==> config.mk <==
export PLATFORM = sky130hd
export DESIGN_NAME = io_port_decoder
export DESIGN_NICKNAME = d
export VERILOG_FILES = /design/src/rtl/io_dec_pkg.sv /design/src/rtl/io_lane_decode.sv /design/src/rtl/io_rd_mux.sv /design/src/rtl/io_out_latch.sv /design/src/rtl/io_port_decoder.sv
export SDC_FILE = /design/constraint.sdc
export NUM_CORES = 1
export LEC_CHECK = 0
export BUFFER_PORTS_ARGS = -buffer_cell sky130_fd_sc_hd__buf_2
export CORE_UTILIZATION = 40
export DETAILED_ROUTE_END_ITERATION = 8
export PLACE_DENSITY = 0.75
export SYNTH_ARGS = -nofsm -noshare
export SYNTH_HDL_FRONTEND = slang
export SYNTH_SLANG_ARGS = --single-unit
==> constraint.sdc <==
create_clock -name clk_i -period 3.7 [get_ports clk_i]
set_input_delay 0.74 -clock clk_i [delete_from_list [all_inputs] [get_ports clk_i]]
set_output_delay 0.74 -clock clk_i [all_outputs]
set_load 0.005 [all_outputs]
==> src/rtl/io_dec_pkg.sv <==
package io_dec_pkg;

  typedef enum logic [1:0] {
    SZ_BYTE  = 2'd0,
    SZ_WORD  = 2'd1,
    SZ_DWORD = 2'd2,
    SZ_DWALT = 2'd3
  } xfer_size_e;

  localparam int unsigned MAX_LANES = 8;

  // lanes covered by a transfer, lane 0 = lowest port address
  function automatic logic [MAX_LANES-1:0] size_mask(xfer_size_e sz);
    logic [MAX_LANES-1:0] m;
    unique case (sz)
      SZ_BYTE: m = MAX_LANES'(8'h01);
      SZ_WORD: m = MAX_LANES'(8'h03);
      default: m = MAX_LANES'(8'h0F);
    endcase
    return m;
  endfunction

endpackage

==> src/rtl/io_lane_decode.sv <==
module io_lane_decode #(
  parameter int unsigned            ADDR_W      = 16,
  parameter int unsigned            LANES       = 4,
  parameter logic [ADDR_W-1:0]      BASE_ADDR   = 16'h0300,
  parameter int unsigned            OFS         = 0,
  parameter bit                     FULL_DECODE = 1'b1,
  parameter int unsigned            LOW_W       = 8
) (
  input  logic [ADDR_W-1:0] addr_i,
  input  logic [LANES-1:0]  lane_en_i,
  output logic [LANES-1:0]  hit_o
);

  localparam int unsigned       CMP_W     = FULL_DECODE ? ADDR_W : LOW_W;
  localparam logic [ADDR_W-1:0] PORT_ADDR = BASE_ADDR + ADDR_W'(OFS);

  for (genvar k = 0; k < LANES; k++) begin : g_lane
    logic [ADDR_W-1:0] lane_addr;
    assign lane_addr = addr_i + ADDR_W'(k);
    assign hit_o[k]  = lane_en_i[k] && (lane_addr[CMP_W-1:0] == PORT_ADDR[CMP_W-1:0]);
  end

endmodule

==> src/rtl/io_rd_mux.sv <==
module io_rd_mux #(
  parameter int unsigned PORT_W = 8,
  parameter int unsigned LANES  = 4,
  localparam int unsigned DATA_W = PORT_W * LANES
) (
  input  logic              clk_i,
  input  logic              rst_ni,
  input  logic              rd_en_i,
  input  logic [LANES-1:0]  lane_en_i,
  input  logic [LANES-1:0]  in_hit_i,
  input  logic [PORT_W-1:0] sw_i,
  output logic [DATA_W-1:0] rdata_o
);

  for (genvar k = 0; k < LANES; k++) begin : g_lane
    always_comb begin
      if (!rd_en_i || !lane_en_i[k])  rdata_o[k*PORT_W +: PORT_W] = '0;
      else if (in_hit_i[k])           rdata_o[k*PORT_W +: PORT_W] = sw_i;
      else                            rdata_o[k*PORT_W +: PORT_W] = '1;  // unpopulated port
    end
  end


  idle_bus_zero_chk: assert property (@(posedge clk_i) disable iff (!rst_ni)
    !rd_en_i |-> rdata_o == '0);

endmodule

==> src/rtl/io_out_latch.sv <==
module io_out_latch #(
  parameter int unsigned       PORT_W    = 8,
  parameter int unsigned       LANES     = 4,
  parameter logic [PORT_W-1:0] RESET_VAL = '1,
  localparam int unsigned      DATA_W    = PORT_W * LANES
) (
  input  logic              clk_i,
  input  logic              rst_ni,
  input  logic              wr_en_i,
  input  logic [LANES-1:0]  hit_i,
  input  logic [DATA_W-1:0] wdata_i,
  output logic              sel_no,
  output logic [PORT_W-1:0] led_no
);

  logic [PORT_W-1:0] wr_byte;
  logic              wr_sel;

  assign wr_sel = wr_en_i && (|hit_i);
  assign sel_no = ~wr_sel;

  // lowest hitting lane wins
  always_comb begin
    wr_byte = '0;
    for (int k = LANES - 1; k >= 0; k--) begin
      if (hit_i[k]) wr_byte = wdata_i[k*PORT_W +: PORT_W];
    end
  end

  always_ff @(posedge clk_i or negedge rst_ni) begin
    if (!rst_ni)     led_no <= RESET_VAL;
    else if (wr_sel) led_no <= wr_byte;
  end


  latch_capture_chk: assert property (@(posedge clk_i) disable iff (!rst_ni)
    !sel_no |=> led_no == $past(wr_byte));


  latch_hold_chk: assert property (@(posedge clk_i) disable iff (!rst_ni)
    sel_no |=> $stable(led_no));

endmodule

==> src/rtl/io_port_decoder.sv <==
module io_port_decoder
  import io_dec_pkg::*;
#(
  parameter int unsigned        ADDR_W      = 16,
  parameter int unsigned        PORT_W      = 8,
  parameter int unsigned        DATA_W      = 32,
  parameter logic [ADDR_W-1:0]  BASE_ADDR   = 16'h0300,
  parameter int unsigned        IN_OFS      = 0,
  parameter int unsigned        OUT_OFS     = 1,
  parameter bit                 FULL_DECODE = 1'b1,
  parameter int unsigned        LOW_W       = 8
) (
  input  logic              clk_i,
  input  logic              rst_ni,
  input  logic [ADDR_W-1:0] addr_i,
  input  logic              io_rd_i,
  input  logic              io_wr_i,
  input  logic [1:0]        size_i,
  input  logic [DATA_W-1:0] wdata_i,
  input  logic [PORT_W-1:0] sw_i,
  output logic [DATA_W-1:0] rdata_o,
  output logic              in_sel_no,
  output logic              out_sel_no,
  output logic [PORT_W-1:0] led_no
);

  localparam int unsigned LANES = DATA_W / PORT_W;

  logic [MAX_LANES-1:0] full_mask;
  logic [LANES-1:0]     lane_en;
  logic [LANES-1:0]     in_hit;
  logic [LANES-1:0]     out_hit;

  assign full_mask = size_mask(xfer_size_e'(size_i));
  assign lane_en   = full_mask[LANES-1:0];

  io_lane_decode #(
    .ADDR_W(ADDR_W), .LANES(LANES), .BASE_ADDR(BASE_ADDR),
    .OFS(IN_OFS), .FULL_DECODE(FULL_DECODE), .LOW_W(LOW_W)
  ) u_in_dec (
    .addr_i(addr_i), .lane_en_i(lane_en), .hit_o(in_hit)
  );

  io_lane_decode #(
    .ADDR_W(ADDR_W), .LANES(LANES), .BASE_ADDR(BASE_ADDR),
    .OFS(OUT_OFS), .FULL_DECODE(FULL_DECODE), .LOW_W(LOW_W)
  ) u_out_dec (
    .addr_i(addr_i), .lane_en_i(lane_en), .hit_o(out_hit)
  );

  io_rd_mux #(.PORT_W(PORT_W), .LANES(LANES)) u_rd_mux (
    .clk_i(clk_i), .rst_ni(rst_ni), .rd_en_i(io_rd_i), .lane_en_i(lane_en),
    .in_hit_i(in_hit), .sw_i(sw_i), .rdata_o(rdata_o)
  );

  assign in_sel_no = ~(io_rd_i && (|in_hit));

  io_out_latch #(.PORT_W(PORT_W), .LANES(LANES)) u_out_latch (
    .clk_i(clk_i), .rst_ni(rst_ni), .wr_en_i(io_wr_i), .hit_i(out_hit),
    .wdata_i(wdata_i), .sel_no(out_sel_no), .led_no(led_no)
  );


  no_strobe_no_sel_chk: assert property (@(posedge clk_i) disable iff (!rst_ni)
    !(io_rd_i || io_wr_i) |-> (in_sel_no && out_sel_no));


  in_sel_strobe_chk: assert property (@(posedge clk_i) disable iff (!rst_ni)
    !in_sel_no |-> io_rd_i);


  single_in_lane_chk: assert property (@(posedge clk_i) disable iff (!rst_ni)
    $onehot0(in_hit));


  single_out_lane_chk: assert property (@(posedge clk_i) disable iff (!rst_ni)
    $onehot0(out_hit));

endmodule

; ---- After elaboration in Yosys (flattened, before gate mapping)
; Index checks and enable logic that the tools add are counted.
; W data, S select, Z words.
[totals]
register_bits = 8
inputBits = 62
wordCells = 50
output_inout_bits = 42
[classes]
addsub = 3
n_mux = 13
n_eq_ne = 9
n_reduce_logical = 22
n_bitwise = 2
[ops]
columns = op, n
row1 = $eq A16 B10 Y1 const B, 8
row2 = $mux W8, 12
row3 = $add A16 B2 Y16 const B, 2
row4 = $add A16 B1 Y16 const B, 1
row5 = $logic_and A1 B1 Y1, 10
row6 = $pmux W4 S2, 1
row7 = $reduce_or A4 Y1, 2
row8 = $logic_not A1 Y1, 5
row9 = $logic_or A1 B1 Y1, 4
row10 = $eq A2 B1 Y1 const B, 1
row11 = $logic_not A2 Y1, 1
row12 = $not A1 Y1, 2

; ---- Logic depth before layout (Yosys ltp)
[depth]
depth_word = 7
ltp_mapped = 11
depth_no_buf = 9

; ---- By module
; Synthesis repeated with hierarchy kept, for this count alone.
[hier_totals]
cells_unflattened = 340
hier_area_um2 = 2313.5
[modules_own_cells]
columns = mod, area_each_um2, cells_per_inst, n_inst, seq_area_each_um2
row1 = io_lane_decode at u_in_dec, 842.1, 131, 1, 0.0
row2 = io_lane_decode at u_out_dec, 700.7, 105, 1, 0.0
row3 = io_out_latch, 515.5, 52, 1, 210.2
row4 = io_rd_mux, 225.2, 48, 1, 0.0
row5 = io_port_decoder, 30.0, 4, 1, 0.0

; ---- Worst setup path before layout
; Ideal clock, no wire load.
[synth_timing]
path_type = input port to output port
start = input port addr_i[1]
end = output port rdata_o[16]
n_path_buf = 2
arrival_time_ns = 2.860
slack_ns = 0.100
t_required_ns = 2.960
cell_stages = 10
cell_sequence = ha_1 -> clkbuf_1 -> nand3_1 -> o41ai_1 -> o21ai_0 -> or2_1 -> or4_1 -> clkbuf_1 -> nor2_1 -> nor2_1
[synth_via]
elab_chain_len = 5
[synth_rtl]
columns = element, line
row1 = "start, declared", io_port_decoder.sv:15  ; input logic [ADDR_W-1:0] addr_i,
row2 = $add A16 B2 Y16, io_lane_decode.sv:19  ; assign lane_addr = addr_i + ADDR_W'(k);
row3 = $eq A16 B10 Y1, io_lane_decode.sv:20  ; assign hit_o[k] = lane_en_i[k] && (lane_addr[CMP_W-1:0] == PORT_ADDR[CMP_W-1:0]);
row4 = $logic_and A1 B1 Y1, io_lane_decode.sv:20
row5 = $mux W8, io_rd_mux.sv:18  ; else if (in_hit_i[k]) rdata_o[k*PORT_W +: PORT_W] = sw_i;
row6 = $mux W8, io_rd_mux.sv:17  ; if (!rd_en_i || !lane_en_i[k]) rdata_o[k*PORT_W +: PORT_W] = '0;
row7 = "end, declared", io_port_decoder.sv:21  ; output logic [DATA_W-1:0] rdata_o,
; No other way between the ends.

; ---- Worst setup path after layout
[layout_timing]
start = input port addr_i[1]
end = output port rdata_o[9]
[layout_via]
elab_chain_len = 5
[layout_rtl]
columns = element, line
row1 = $add A16 B1 Y16, io_lane_decode.sv:19
row2 = $eq A16 B10 Y1, io_lane_decode.sv:20
row3 = $logic_and A1 B1 Y1, io_lane_decode.sv:20
row4 = $mux W8, io_rd_mux.sv:18
row5 = $mux W8, io_rd_mux.sv:17
; No other way between the ends.

==> results.toml <==
[power]
pwr-share-seq = 0.237
powerDensity_nw_per_um2 = 142.4
power_frac_clock = 0.286
leakage_nw = 1.176
ir_drop_mv = 0.09232
p_int_mw = 0.2424
p_comb_frac = 0.477
p_switching_mw = 0.1292
swShare = 0.3477
power_mw = 0.3717

[finish]
nNetsFinal = 442
drive_gt1_frac = 0.4601
largest_reg_flops = 8
top_regs = "u_out_latch.led_no: 8 flops"
regMostFlops = "u_out_latch.led_no"
fin_cells = 426
area.growth.synth_to_final_pct = 51.16
n_antenna_cell = 0

[grt]
antenna_found_initial = 0
grt_pass1_wl_microns = 8804
overflow = 0
grt_pass1_vias = 1935
grt_max_degree = 17
gr-usage-all-layers = 0.2500

[critical_path]
reg2reg_to = "u_out_latch.led_no[0]$_DFFE_PN1P_"
r2r_cells = 1
crit_required_ps = 2960
crit-reg2reg-launch = "u_out_latch.led_no[0]$_DFFE_PN1P_"
critPathMaxFanout = 5
crit_arrival_ps = 2910
crit_type = "input pin to output pin"
critPathLaunchType = "input pin"
reg2reg_setup_slack_ps = 2970
end_kind = "output pin"

[logic_synthesis]
synth_top_family_by_area = "simple AND/OR/NAND/NOR gates"
post_synth_num_cell_types = 57
yosys.area.top_type = "nor2_1"
yosysWarnings = 0
synth-compound-area-share = 0.3529
post_synth.cell_area_avg_sq_um = 6.825
yosys.cell_count.top_type = "nor2_1"
yosys.area_share.adder = 0.01449
syn_area_sq_um = 1727
netlist_instances = 253
ys_seq_area_frac = 0.1217
synth_top_flop_cell = "dfstp_2"
synth_edf_count = 0
synth_commonest_cells = "nor2_1 (61), a21oi_1 (18), o21a_1 (18), nand2_1 (15), clkbuf_1 (11)"
synth.top_cells.by_area = "nor2_1 (13%), dfstp_2 (12%), o21a_1 (7.8%)"
synthXorXnorAreaFrac = 0.01522
syn_nets = 317
synthSimpleGateAreaFrac = 0.3696
synth_seq_cells = 8
async_reset_ff_frac = 1.000
synth_top_area_share = 0.1326
yosys-mux-area-fraction = 0.05797

[cts]
clk_pin_slew_ps = 40
cts_tree = "built"
clkLatencyLatePin_ps = 230
cts_buffers = 3
cts_root_buf = "clkbuf_8"
ctsHoldBuffers = 0
cts_buffer_depth = 2
clock-sinks = 8
htree_num_levels = 1

[sta]
hold_viol = 0
period_share = 0.9875
clock.fmax_ghz = 0.2737
report.final.slew_viol_count = 0
tns_ps = 0
relSlewSlack = 0.5478
finClkSkew_ps = 0
tightest_slew_ps = 676.0
setup_viol = 0
finalCriticalPeriod_ps = 3654
rsz0062_at_grt = "yes"

[floorplan]
start_util = 0.4225
rows = 23
core_sq_um = 4086
dieArea_sq_um = 4583
die_h_microns = 67.70
io_pins = 104
die_w_microns = 67.70

[detailed_routing]
viasPerCell = 5.681
drt_iter0_drc = 141
wl_per_cell_microns = 14.88
drt_pass1_iterations = 4
drc = 0
postRouteAntennaNets = 0
vias = 2420
wirelength_microns = 6340

[run]
cap_violations = 0

[placed_design]
dp_hpwl_microns = 4947
io_buffers = 103
dp.cells = 421
gp_congestion = 0.9317

[worst_hold_path]
worstHoldEndpoint = "u_out_latch.led_no[2]$_DFFE_PN1P_"
hold_start = "u_out_latch.led_no[2]$_DFFE_PN1P_"
hp-class = "flip-flop to flip-flop"
min_path_cells = 1

[run_status]
status = "finished clean"
[cell usage in the layout, fill, tap and decap left out, types with 3 or more instances in the layout]
cell,netlist,final
or4_4,1,3
nand2_1,15,15
a2111o_1,2,3
nor3_1,8,5
clkbuf_8,0,3
or4_1,6,4
a221oi_1,7,7
a21oi_1,18,17
nor3_2,0,3
mux2_1,7,7
o21ai_0,5,4
buf_4,0,36
o21a_1,18,18
o211ai_1,3,3
dfstp_2,8,8
buf_2,7,102
nand2b_1,4,4
nor4_1,5,3
nand3_1,6,6
nor4_2,1,3
nor2_1,61,60
and2_1,4,4
nand4_1,7,7
inv_1,7,7
[per-layer routing]
layer,vias to the layer above,GRT usage,share of wire,wire length [microns]
met5,-,0,0,0
met4,0,0.05053,0.0063,40
met3,6,0.03716,0.081,515
met2,121,0.4369,0.49,3120
met1,1094,0.3200,0.42,2663
li1,1199,-,-,-
[worst max path at each step]
stage / start / end / slack, ps
after CTS: addr_i[1] / rdata_o[9] / -2
after global routing: addr_i[2] / rdata_o[9] / -30
after global placement: addr_i[1] / rdata_o[23] / -70
final: addr_i[1] / rdata_o[9] / 50
after floorplan: addr_i[1] / rdata_o[16] / 100
after detailed placement: addr_i[1] / rdata_o[23] / -140
[stage by stage]
step | hold slack [ps] | area [sq um] | utilization | setup WS (ps)
2_1_floorplan | 502.6 | 1727 | - | 99.98
3_3_place_gp | 500.4 | 2482 | 0.6075 | -72.37
3_5_place_dp | 508.6 | 2482 | 0.6075 | -139.1
4_1_cts | 516.4 | 2537 | 0.6209 | -1.586
5_1_grt | 523.9 | 2610 | 0.6387 | -26.45
6_report | 510.1 | 2610 | 0.6387 | 46.39
[cells by family after synthesis]
group,after synthesis
multiplexers,9
AND/OR/NAND/NOR,128
flip-flops,8
XOR/XNOR,3
buffers and inverters,27
AO/OA/AOI/OAI,76
adder cells (fa/ha/maj),2
[critical path, cell delays in order]
cell	delay [ps]
buf_2	90
ha_1	160
nand3_1	120
buf_4	180
o31ai_1	190
a32oi_1	110
or4_4	520
a2111o_1	450
o21a_1	210
buf_2	120
[power groups by stage]
stage	combinational [mW]	sequential [mW]	clock [mW]
after floorplan	0.0750	0.0892	0
after global placement	0.165	0.0892	0
after detailed placement	0.168	0.0892	0
after CTS	0.170	0.0882	0.110
after global routing	0.194	0.0881	0.116
final	0.177	0.0882	0.106
[what timing repair did]
item / in CTS / in global routing
gates resized for setup: 3 / 13
gates cloned: 0 / 1
pin swaps: 0 / 5
buffers inserted: 0 / 1
setup endpoints to repair: 17 / 26
[cell type report]
cell class	count	area, sq um
Timing Repair Buffer	139	788.3
Clock buffer	3	41.29
Sequential cell	8	210.2
Multi-Input combinational cell	219	1481
Inverter	7	26.28
Tap cell	50	62.56
Fill cell	381	1476
(Power assumes the default switching activity.)
